==> src/rtl/sdrv_pkg.sv <==
// sdrv_pkg: types shared by the serial driver core and its checker.
// Assumes nothing beyond IEEE 1800-2017 packages.
package sdrv_pkg;

    // How the held word responds to the load input.
    typedef enum logic {
        HOLD_CLOCKED = 1'b0,   // load sampled at the serial clock edge
        HOLD_LEVEL   = 1'b1    // load acts as a transparent latch enable
    } hold_style_e;

endpackage

==> src/rtl/sdrv_shift.sv <==
// sdrv_shift: serial-in shift register with serial-out at the top bit.
// Shifts toward the MSB every rising edge; the MSB leaves on ser_out.
// Assumes WIDTH >= 2 and a synchronous active-low reset.
module sdrv_shift #(
    parameter int WIDTH = 12
) (
    input  logic             clk,
    input  logic             rst_n,
    input  logic             ser_in,
    output logic [WIDTH-1:0] shift_q,
    output logic             ser_out
);

    localparam int TOP = WIDTH - 1;

    // Shift one place per clock, new bit into position 0.
    always_ff @(posedge clk) begin
        if (!rst_n) begin
            shift_q <= '0;
        end else begin
            shift_q <= {shift_q[TOP-1:0], ser_in};
        end
    end

    // The overflow bit feeds the next driver in a chain.
    assign ser_out = shift_q[TOP];

endmodule

==> src/rtl/sdrv_hold.sv <==
// sdrv_hold: holds the word shown on the parallel outputs.
// HOLD_CLOCKED copies the pre-edge shift value at each edge with load high.
// HOLD_LEVEL is a transparent latch that clears from a registered reset.
// Assumes shift_q comes from flops clocked by clk.
module sdrv_hold #(
    parameter int                  WIDTH      = 12,
    parameter sdrv_pkg::hold_style_e HOLD_STYLE = sdrv_pkg::HOLD_CLOCKED
) (
    input  logic             clk,
    input  logic             rst_n,
    input  logic             load,
    input  logic [WIDTH-1:0] shift_q,
    output logic [WIDTH-1:0] hold_q
);

    if (HOLD_STYLE == sdrv_pkg::HOLD_LEVEL) begin : g_level
        logic clr_q;

        // Register the reset so that the latch clears in step with the flops.
        always_ff @(posedge clk) begin
            clr_q <= !rst_n;
        end

        // Transparent while load is high, opaque while it is low.
        always_latch begin
            if (clr_q) begin
                hold_q = '0;
            end else if (load) begin
                hold_q = shift_q;
            end
        end
    end else begin : g_clocked
        // Copy the shift register on every edge that sees load high.
        always_ff @(posedge clk) begin
            if (!rst_n) begin
                hold_q <= '0;
            end else if (load) begin
                hold_q <= shift_q;
            end
        end
    end

endmodule

==> src/rtl/sdrv_gate.sv <==
// sdrv_gate: per-channel blanking of the held word.
// Purely combinational; blank forces every channel low.
module sdrv_gate #(
    parameter int WIDTH = 12
) (
    input  logic             blank,
    input  logic [WIDTH-1:0] hold_q,
    output logic [WIDTH-1:0] drv_out
);

    for (genvar i = 0; i < WIDTH; i++) begin : g_chan
        // Each channel passes its held bit unless blanked.
        assign drv_out[i] = hold_q[i] & ~blank;
    end

endmodule

==> src/rtl/sdrv_core.sv <==
// sdrv_core: top of the cascadable serial-to-parallel driver core.
// Chains shift stage -> hold stage -> blank gate; ser_out serves cascading.
// Assumes one clock domain (the serial clock) and synchronous reset.
module sdrv_core #(
    parameter int                    WIDTH      = 12,
    parameter sdrv_pkg::hold_style_e HOLD_STYLE = sdrv_pkg::HOLD_CLOCKED
) (
    input  logic             clk,
    input  logic             rst_n,
    input  logic             ser_in,
    input  logic             load,
    input  logic             blank,
    output logic [WIDTH-1:0] drv_out,
    output logic             ser_out
);

    logic [WIDTH-1:0] shift_q;
    logic [WIDTH-1:0] hold_q;

    sdrv_shift #(
        .WIDTH (WIDTH)
    ) u_shift (
        .clk     (clk),
        .rst_n   (rst_n),
        .ser_in  (ser_in),
        .shift_q (shift_q),
        .ser_out (ser_out)
    );

    sdrv_hold #(
        .WIDTH      (WIDTH),
        .HOLD_STYLE (HOLD_STYLE)
    ) u_hold (
        .clk     (clk),
        .rst_n   (rst_n),
        .load    (load),
        .shift_q (shift_q),
        .hold_q  (hold_q)
    );

    sdrv_gate #(
        .WIDTH (WIDTH)
    ) u_gate (
        .blank   (blank),
        .hold_q  (hold_q),
        .drv_out (drv_out)
    );

endmodule

==> config.mk <==
export PLATFORM = sky130hd
export DESIGN_NAME = sdrv_core
export DESIGN_NICKNAME = d
export VERILOG_FILES = /design/src/rtl/sdrv_pkg.sv /design/src/rtl/sdrv_shift.sv /design/src/rtl/sdrv_hold.sv /design/src/rtl/sdrv_gate.sv /design/src/rtl/sdrv_core.sv
export SDC_FILE = /design/constraint.sdc
export NUM_CORES = 1
export LEC_CHECK = 0
export ABC_AREA = 1
export BUFFER_PORTS_ARGS = -buffer_cell sky130_fd_sc_hd__buf_4
export CORE_ASPECT_RATIO = 1.5
export CORE_MARGIN = 4
export CORE_UTILIZATION = 46
export CTS_BUF_LIST = sky130_fd_sc_hd__clkbuf_8 sky130_fd_sc_hd__clkbuf_16
export DETAILED_ROUTE_END_ITERATION = 10
export GPL_ROUTABILITY_DRIVEN = 0
export MAX_ROUTING_LAYER = met4
export PLACE_DENSITY = 0.67
export SYNTH_ARGS = -nofsm -noshare
export SYNTH_HDL_FRONTEND = slang
export SYNTH_SLANG_ARGS = --single-unit
==> constraint.sdc <==
create_clock -name clk -period 0.8 [get_ports clk]
set_clock_uncertainty 0.2 [all_clocks]
set_input_delay 0.08 -clock clk [delete_from_list [all_inputs] [get_ports clk]]
set_output_delay 0.08 -clock clk [all_outputs]
set_load 0.05 [all_outputs]
# Word level (Yosys, flattened, before mapping)
# Cells that the tools add are included.
# totals
regBits	24
output_inout_bits	13
inputBits	5
# op_classes
bitwise	13
# ops
cell	n
AND 1 bit	12
inverter 1 bit	1

# Depth between registers and ports, before layout
# Gate-level depths: netlist (run 1).
# logic_depth
word_depth	2
depth_mapped	4

# Cells and area by module
# A second synthesis (run 1) with hierarchy kept.
# unflattened
hier_cells	138
area_unflattened_um2	943.4
# by_module_without_submodules
mod	area_each_um2	seq_area_each_um2	cells_each	n_inst
sdrv_hold	493.0	240.2	75	1
sdrv_shift	349.1	240.2	38	1
sdrv_gate	101.3	0.0	25	1

# Worst setup path after synthesis (run 1)
# No wires, ideal clock.
# synth_path
path_kind	reg-to-output
start	register u_hold.hold_q[0]
end	output drv_out[0]
t_arrival_ns	0.985
path_stages_with_launch	3
slack_ns	-0.465
path_cell_list	dfxtp_1 inv_1 nor2_1
# synth_between
elab_chain_cells	1
# synth_lines
item	line	rtl
from (decl)	sdrv_hold.sv:13	output logic [WIDTH-1:0] hold_q
from (signal assigned)	sdrv_hold.sv:38	hold_q <= shift_q;
AND 1 bit	sdrv_gate.sv:13	assign drv_out[i] = hold_q[i] & ~blank;
to (decl)	sdrv_core.sv:13	output logic [WIDTH-1:0] drv_out,
# Every way passes these cells.

# Worst setup path after layout (run 1)
# layout_path
start	register u_hold.hold_q[4]
end	output drv_out[4]
# Same word-level chain as after synthesis.

==> results.toml, run 1 <==
[sta]
rsz0062_at_grt = "true"
worstMarginPinSlew_ns = 0.324
slew_headroom = 0.784
period_minus_slack_ns = 1.16
fmax_mhz = 860
timing.hold.ws_ns = -0.200
finalHoldViolations = 24
report.final.setup_viol = 20
fin_crit_sh = 1.45
setup_tns_ns = -4.64
timing.final.ws_setup_ns = -0.363
maxSlewViolCount = 0

[synth]
async_reset_ff_frac = 0
synth_xor_area_frac = 0
synth_area_leaders = "dfxtp_1 52%, inv_1 15%, nand2_1 15%, nor2_1 15%, buf_6 2.4%"
synthSimpleGateAreaFrac = 0.292
synth_ff_type = "dfxtp_1"
synthTopCellsByCount = "36 x inv_1, 36 x nand2_1, 36 x nor2_1"
yosys-mux-area-fraction = 0
synth_fa_ha_area_frac = 0
synth-seq-cells = 24
synth.largest_area_cell = "dfxtp_1"
synth_top_area_frac = 0.519
avgSynthCellArea_um2 = 6.76
ys_types = 7
seq_area_frac_synth = 0.519
synth_top_family_by_area = "simple AND/OR/NAND/NOR gates"
synth_area_um2 = 926
synth-warning-count = 0
synth_edf_count = 0
syn_inst = 137
synth_nets = 142
synth_compound_area_frac = 0

[routing]
vias_per_cell = 4.09
wl_um = 1440
ant_nets = 0
vias = 719
drc_errors = 0
drtIter0Drc = 12
drt_first_pass_iters = 2
wl_per_cell_um = 8.18

[final_layout]
drive_above_1_share = 0.600
final_area_um2 = 1330
fin_nets = 161
final_cells = 176
num_antenna_cells = 0
area_delta_synth_final_pct = 43.9

[power_and_ir_drop]
power.density_nw_per_um2 = 1780
ir_worst_vdd_mv = 1.40
power_mw = 2.38
p_leak_nw = 0.657

[grt]
grt_first_pass_wirelength_um = 2790
grt_max_degree = 25
track_usage = 0.131
grt_pass1_vias = 698
overflow = 0
antenna_found_initial = 0

[die]
io-pin-count = 18
fp-row-count = 19
die_x_um = 44.6
die_area_um2 = 2810
initial_core_util = 0.493
dieHeight_um = 62.9
core_um2 = 1880

[critical_path]
crit_path_max_fanout = 2
worstSetupEndpointType = "output pin"
slowest_delay_ns = 0.33
path_delay_family = "flip-flops"
worstSetupPathDepth = 3
cp-startpoint = "u_hold.hold_q[4]"
crit_end = "drv_out[4]"
reg2reg_slack_ns = -0.16
crit_type = "reg -> out"
required_ns = 0.52
slowest_stage = "dfxtp_2"
worst-r2r-cell-count = 5
critical_path_buf_inv_count = 2
cp_cell_sequence = "inv_2, nor2_4, buf_8"
reg2reg_to = "u_hold.hold_q[11]"
startpoint_type = "flop"
worstPathArrival_ns = 0.88
crit-reg2reg-launch = "u_shift.shift_q[11]"

[clock_tree]
h-tree-depth = 1
cts_root_buffer = "clkbuf_8"
clk_path_buf_depth = 2
clock-sinks = 24
clock_latency_ns = 0.26
cts_inserted_buffers = 3
clk_pin_slew_worst_paths_ns = 0.07
cts_tree = "built"

[placement]
port_buffers = 17
dp_hpwl_um = 990
dp_worst_setup_slack_ns = -0.130
placedInstanceArea_um2 = 1150
dp_cells = 170

[min_path]
hold_class = "in -> reg"

[outcome]
failed_checks = "hold timing, setup timing"
status = "complete, but fails checks"

[flow_run]
maxCapViolations = 0
cells by family after synthesis:
logic type    count (synthesis)
buf+inv                      41
flops                        24
simple gates                 72
per-layer routing:
layer  part of all wire  GRT usage  vias to the layer above
li1                   -          -                      407
met1               0.45      0.164                      294
met2               0.47      0.198                       14
met3              0.053    0.00865                        4
met4              0.018     0.0792                        0
met5                  0          -                        -
per-stage QoR:
| step | utilization | hold slack, ns |
|---|---|---|
| finish | 0.710 | -0.200 |
| global placement | 0.610 | 0.0672 |
| detailed placement | 0.610 | 0.0682 |
| floorplan | - | -0.0224 |
| CTS | 0.691 | -0.203 |
| global route | 0.710 | -0.189 |
state kept, by name, summed over array words and instances, names as in the netlist:
name             cells
u_hold.hold_q       12
u_shift.shift_q     12
placed cells by master, fill, tap and decap left out:
cell      count
buf_4         4
inv_2        23
buf_6        12
nor2_1       23
buf_8         3
inv_1        13
nand2_2      10
nor2_4       13
dfxtp_4       1
dfxtp_2      23
clkbuf_8      4
nand2_1      26
worst reg2reg max path, stage by stage, from the launching register on:
cell	delay [ns]
dfxtp_4	0.36
buf_6	0.11
inv_2	0.04
nand2_2	0.04
nand2_1	0.08
nor2_1	0.04
worst min-delay path by stage:
| stage | slack, ns | cells past startpoint | from | to |
|---|---|---|---|---|
| 2_1_floorplan | -0.02 | 2 | ser_in | u_shift.shift_q[0] |
| 3_3_place_gp | 0.07 | 3 | ser_in | u_shift.shift_q[0] |
| 3_5_place_dp | 0.07 | 3 | ser_in | u_shift.shift_q[0] |
| 4_1_cts | -0.20 | 3 | ser_in | u_shift.shift_q[0] |
| 5_1_grt | -0.19 | 3 | ser_in | u_shift.shift_q[0] |
| 6_report | -0.20 | 3 | ser_in | u_shift.shift_q[0] |
report_power, final:
group	total (mW)	internal, mW	switching [mW]
Combinational	0.333	0.118	0.215
Clock	0.782	0.438	0.344
Sequential	1.26	1.24	0.0249
final cells by class:
type                            count  area (um2)
Clock buffer                        4        55.1
Sequential cell                    24         513
Tap cell                           21        26.3
Fill cell                         157         546
Timing Repair Buffer               19         210
Multi-Input combinational cell     72         393
Inverter                           36         135
timing repair:
action | in CTS | in global routing
endpoints found under the hold margin | 24 | 20
endpoints found under the setup margin | 22 | 25
pin swaps | 12 | 6
setup buffers | 2 | 0
resized for setup | 30 | 25
Power figures use the tool's default switching activity.
==> inputs of run 2 (changes only) <==
Settings changed: TNS_END_PERCENT set to 50.
==> run 2 against run 1 <==
Compared with the run above: the flow still finishes with violations (hold timing, setup timing); global-route usage is 0.45 points higher; non-clock buffer count is 3 higher; combinational power is 2% higher; design area hardly changed; sequential cell count stayed put; hold slack worse by 0.00089 ns; cell count is 1.7% higher; register-to-register slack hardly changed; via count is 3.6% higher; setup slack worse by 0.0039 ns; first-iteration DRC count is 8.3% higher; highest routed layer unchanged.
==> results.toml, run 2 (synthesized netlist as in run 1, its figures left out) <==
[routing]
wl_per_cell_um = 8.25
drc_errors = 0
ant_nets = 0
vias_per_cell = 4.16
wl_um = 1480
drt_first_pass_iters = 4
drtIter0Drc = 13
vias = 745

[final_layout]
num_antenna_cells = 0
final_common_cell = "nand2_1"
fin_nets = 164
top_regs = "u_hold.hold_q (12), u_shift.shift_q (12)"
area_delta_synth_final_pct = 43.8
drive_above_1_share = 0.487
most-common-layout-cells = "36 x nand2_1, 21 x nor2_1, 21 x inv_1, 20 x dfxtp_2, 15 x inv_2"

[min_path]
hold_depth = 3
hold_class = "in -> reg"
hold_path_startpoint = "ser_in"
min_to = "u_shift.shift_q[0]"

[power_and_ir_drop]
ir_worst_vdd_mv = 1.63
p_leak_nw = 0.668
power.density_nw_per_um2 = 1780

[die]
io-pin-count = 18
dieHeight_um = 62.9
initial_core_util = 0.493
die_x_um = 44.6
die_area_um2 = 2810
fp-row-count = 19
core_um2 = 1880

[flow_run]
maxCapViolations = 0

[sta]
fin_crit_sh = 1.46
finalHoldViolations = 24
report.final.setup_viol = 19
slew_headroom = 0.784
setup_tns_ns = -4.86
period_minus_slack_ns = 1.17
maxSlewViolCount = 0
timing.final.ws_setup_ns = -0.367
timing.hold.ws_ns = -0.201
fmax_mhz = 857
worstMarginPinSlew_ns = 0.324
rsz0062_at_grt = "true"

[placement]
port_buffers = 17
dp_worst_setup_slack_ns = -0.121
dp_hpwl_um = 1000

[clock_tree]
cts_tree = "built"
cts_inserted_buffers = 3
clk_path_buf_depth = 2
clk_pin_slew_worst_paths_ns = 0.07
clock-sinks = 24
h-tree-depth = 1
cts_root_buffer = "clkbuf_8"
clock_latency_ns = 0.26

[critical_path]
startpoint_type = "flop"
path_delay_family = "flip-flops"
crit_path_max_fanout = 2
cp-startpoint = "u_hold.hold_q[6]"
cp_cell_sequence = "inv_2, nor2_4, buf_8"
worstPathArrival_ns = 0.89
required_ns = 0.52
crit-reg2reg-launch = "u_hold.hold_q[3]"
slowest_delay_ns = 0.34
reg2reg_slack_ns = -0.16
reg2reg_to = "u_hold.hold_q[3]"
slowest_stage = "dfxtp_2"
worstSetupEndpointType = "output pin"
worst-r2r-cell-count = 4
critical_path_buf_inv_count = 2
crit_type = "reg -> out"

[grt]
antenna_found_initial = 0
grt_max_degree = 25
grt_first_pass_wirelength_um = 2840
overflow = 0
grt_pass1_vias = 698
track_usage = 0.135

[outcome]
status = "complete, but fails checks"
failed_checks = "hold timing, setup timing"
## run 2: changes by cell type in the layout (fill, tap and decap cells not counted), moves of 3 or more
cell,before,now
dfxtp_2,23,20
inv_2,23,15
inv_1,13,21
nand2_2,10,0
nand2_1,26,36
dfxtp_1,0,3
## run 2: how the worst max path moves through the flow
stage | end | slack (ns) | cells past startpoint
floorplan | drv_out[10] | -0.10 | 2
global placement | drv_out[4] | -0.11 | 3
detailed placement | drv_out[11] | -0.12 | 3
CTS | drv_out[11] | -0.36 | 3
global route | drv_out[6] | -0.41 | 3
finish | drv_out[6] | -0.37 | 3
## run 2: worst register-to-register path, delay by kind of cell (launching register included)
kind          cells  cell delay (ns)
buf+inv           2             0.24
simple gates      2             0.11
flops             1             0.32
## run 2: stage by stage
| stage | power [mW] | cells | util | instance area (um2) |
|---|---|---|---|---|
| floorplan | 1.52 | 137 | - | 1030 |
| global placement | 1.57 | 170 | 0.610 | 1150 |
| detailed placement | 1.58 | 170 | 0.610 | 1150 |
| CTS | 2.39 | 177 | 0.688 | 1290 |
| global route | 2.49 | 179 | 0.709 | 1330 |
| finish | 2.37 | 179 | 0.709 | 1330 |
## run 2: cell type report
class	count	area (um2)
fill	166	547
timing repair buffer	22	233
clock buffer	4	55.1
multi-input combinational	72	373
sequential	24	509
tap	21	26.3
inverter	36	135
## run 2: routing by layer
| metal | vias to the layer above | share of wire | track usage |
|---|---|---|---|
| li1 | 413 | - | - |
| met1 | 312 | 0.43 | 0.162 |
| met2 | 15 | 0.49 | 0.203 |
| met3 | 5 | 0.053 | 0.0259 |
| met4 | 0 | 0.024 | 0.0792 |
| met5 | - | 0 | - |
## run 2: repair_timing
item | CTS | global route
resized for setup | 23 | 14
endpoints found under the setup margin | 21 | 25
pin swaps | 13 | 3
setup buffers | 3 | 2
gates cloned | 0 | 0
endpoints found under the hold margin | 24 | 24
## run 2: power breakdown
part	switching (mW)	internal [mW]	total [mW]
registers	0.0244	1.24	1.26
logic	0.213	0.128	0.341
clock network	0.333	0.438	0.771
total	0.570	1.80	2.37
==> inputs of run 3 (changes only) <==
Settings changed: MAX_ROUTING_LAYER met4 to unset.
==> run 3 against run 2 <==
Compared with the run above: the run still ends with hold timing, setup timing left; sequential power barely moved; core utilization is the same; power is essentially flat; routed wire length is 0.27% lower; critical path type unchanged; critical endpoint unchanged; highest routed layer unchanged; register-to-register slack barely moved; design area is the same; via count unchanged; clock power about the same; largest cell class unchanged.
==> results.toml, run 3 (synthesized netlist as in run 1, its figures left out) <==
[routing]
vias = 745
wl_um = 1470
ant_nets = 0
vias_per_cell = 4.16
wl_per_cell_um = 8.23
drc_errors = 0
drt_first_pass_iters = 4
drtIter0Drc = 10

[final_layout]
nFillCells = 166
area_delta_synth_final_pct = 43.8
multiInputGateArea_um2 = 373
top_regs = "u_hold.hold_q (12), u_shift.shift_q (12)"
seq_area_um2 = 509
most-common-layout-cells = "36 x nand2_1, 21 x nor2_1, 21 x inv_1, 20 x dfxtp_2, 15 x inv_2"
final_common_cell = "nand2_1"
final_core_util = 0.709
fin_nets = 164
drive_above_1_share = 0.487
final_area_um2 = 1330
final_cells = 179
num_antenna_cells = 0

[clock_tree]
clock-sinks = 24
clk_pin_slew_worst_paths_ns = 0.07
cts_tree = "built"
cts_inserted_buffers = 3
clk_path_buf_depth = 2
clock_latency_ns = 0.26
cts_root_buffer = "clkbuf_8"
h-tree-depth = 1

[sta]
fmax_mhz = 857
report.final.setup_viol = 19
period_minus_slack_ns = 1.17
timing.final.ws_setup_ns = -0.367
setup_tns_ns = -4.86
maxSlewViolCount = 0
worstMarginPinSlew_ns = 0.324
rsz0062_at_grt = "true"
slew_headroom = 0.784
fin_crit_sh = 1.46
timing.hold.ws_ns = -0.201
finalHoldViolations = 24

[die]
fp-row-count = 19
initial_core_util = 0.493
die_area_um2 = 2810
io-pin-count = 18
core_um2 = 1880
dieHeight_um = 62.9
die_x_um = 44.6

[grt]
gr-usage-met3 = 0.0259
grt-busiest-layer = "met2"
overflow = 0
grt_max_degree = 25
grt_pass1_vias = 698
use_met2 = 0.203
grt_first_pass_wirelength_um = 2840
track_usage = 0.132
grtUsageMet1 = 0.162
antenna_found_initial = 0

[critical_path]
reg2reg_slack_ns = -0.16
critical_path_buf_inv_count = 2
crit_path_max_fanout = 2
required_ns = 0.52
worstPathArrival_ns = 0.89
crit_type = "reg -> out"
cp_cell_sequence = "inv_2, nor2_4, buf_8"
worst-r2r-cell-count = 4
path_delay_family = "flip-flops"
worstSetupPathDepth = 3
startpoint_type = "flop"
worstSetupEndpointType = "output pin"
slowest_stage = "dfxtp_2"
slowest_delay_ns = 0.34

[min_path]
hold_class = "in -> reg"
hold_depth = 3

[placement]
dp_cells = 170
dp_worst_setup_slack_ns = -0.121
dp_hpwl_um = 1000
port_buffers = 17
placedInstanceArea_um2 = 1150

[power_and_ir_drop]
power_mw = 2.37
p_leak_nw = 0.668
p_comb_frac = 0.144
ir_worst_vdd_mv = 1.63
clock_power_share = 0.325
swShare = 0.240
power.density_nw_per_um2 = 1780
p_switching_mw = 0.570
seq_power_share = 0.531
internal-power_mw = 1.80

[outcome]
failed_checks = "hold timing, setup timing"
status = "complete, but fails checks"

[flow_run]
maxCapViolations = 0
[run 3: cell counts in the layout (fill, tap and decap cells not counted)]
Identical to the previous run, type by type.
[run 3: worst paths after layout]
check,end,start
max reg2reg,u_hold.hold_q[3],u_hold.hold_q[3]
min reg2reg,u_shift.shift_q[2],u_shift.shift_q[1]
min,u_shift.shift_q[0],ser_in
max,drv_out[6],u_hold.hold_q[6]
[run 3: timing repair]
action | 4_1_cts | 5_1_grt
setup endpoints to repair | 21 | 25
resized for setup | 23 | 14
buffers inserted | 3 | 2
endpoints found under the hold margin | 24 | 24
pin swaps | 13 | 3
[run 3: layer usage]
metal	vias to the layer above	routed length [um]
met3	5	74
met2	15	727
met5	-	0
met1	312	633
li1	413	-
met4	0	38
[run 3: area by class of cell]
class / instances / share of cell area
Sequential cell: 24 / 0.383
Multi-Input combinational cell: 72 / 0.280
Timing Repair Buffer: 22 / 0.175
Inverter: 36 / 0.102
Clock buffer: 4 / 0.0414
Tap cell: 21 / 0.0197
[run 3: power by group through the flow]
stage | Combinational [mW] | Sequential, mW | Clock [mW]
finish | 0.341 | 1.26 | 0.771
global route | 0.376 | 1.27 | 0.850
CTS | 0.325 | 1.26 | 0.807
detailed placement | 0.293 | 1.29 | 0
global placement | 0.291 | 1.28 | 0
floorplan | 0.241 | 1.28 | 0
[run 3: worst register-to-register path, delay by kind of cell, from the launching register on]
family	cells	cell delay (ns)
DFF	1	0.32
buffers and inverters	2	0.24
and+or+nand+nor	2	0.11
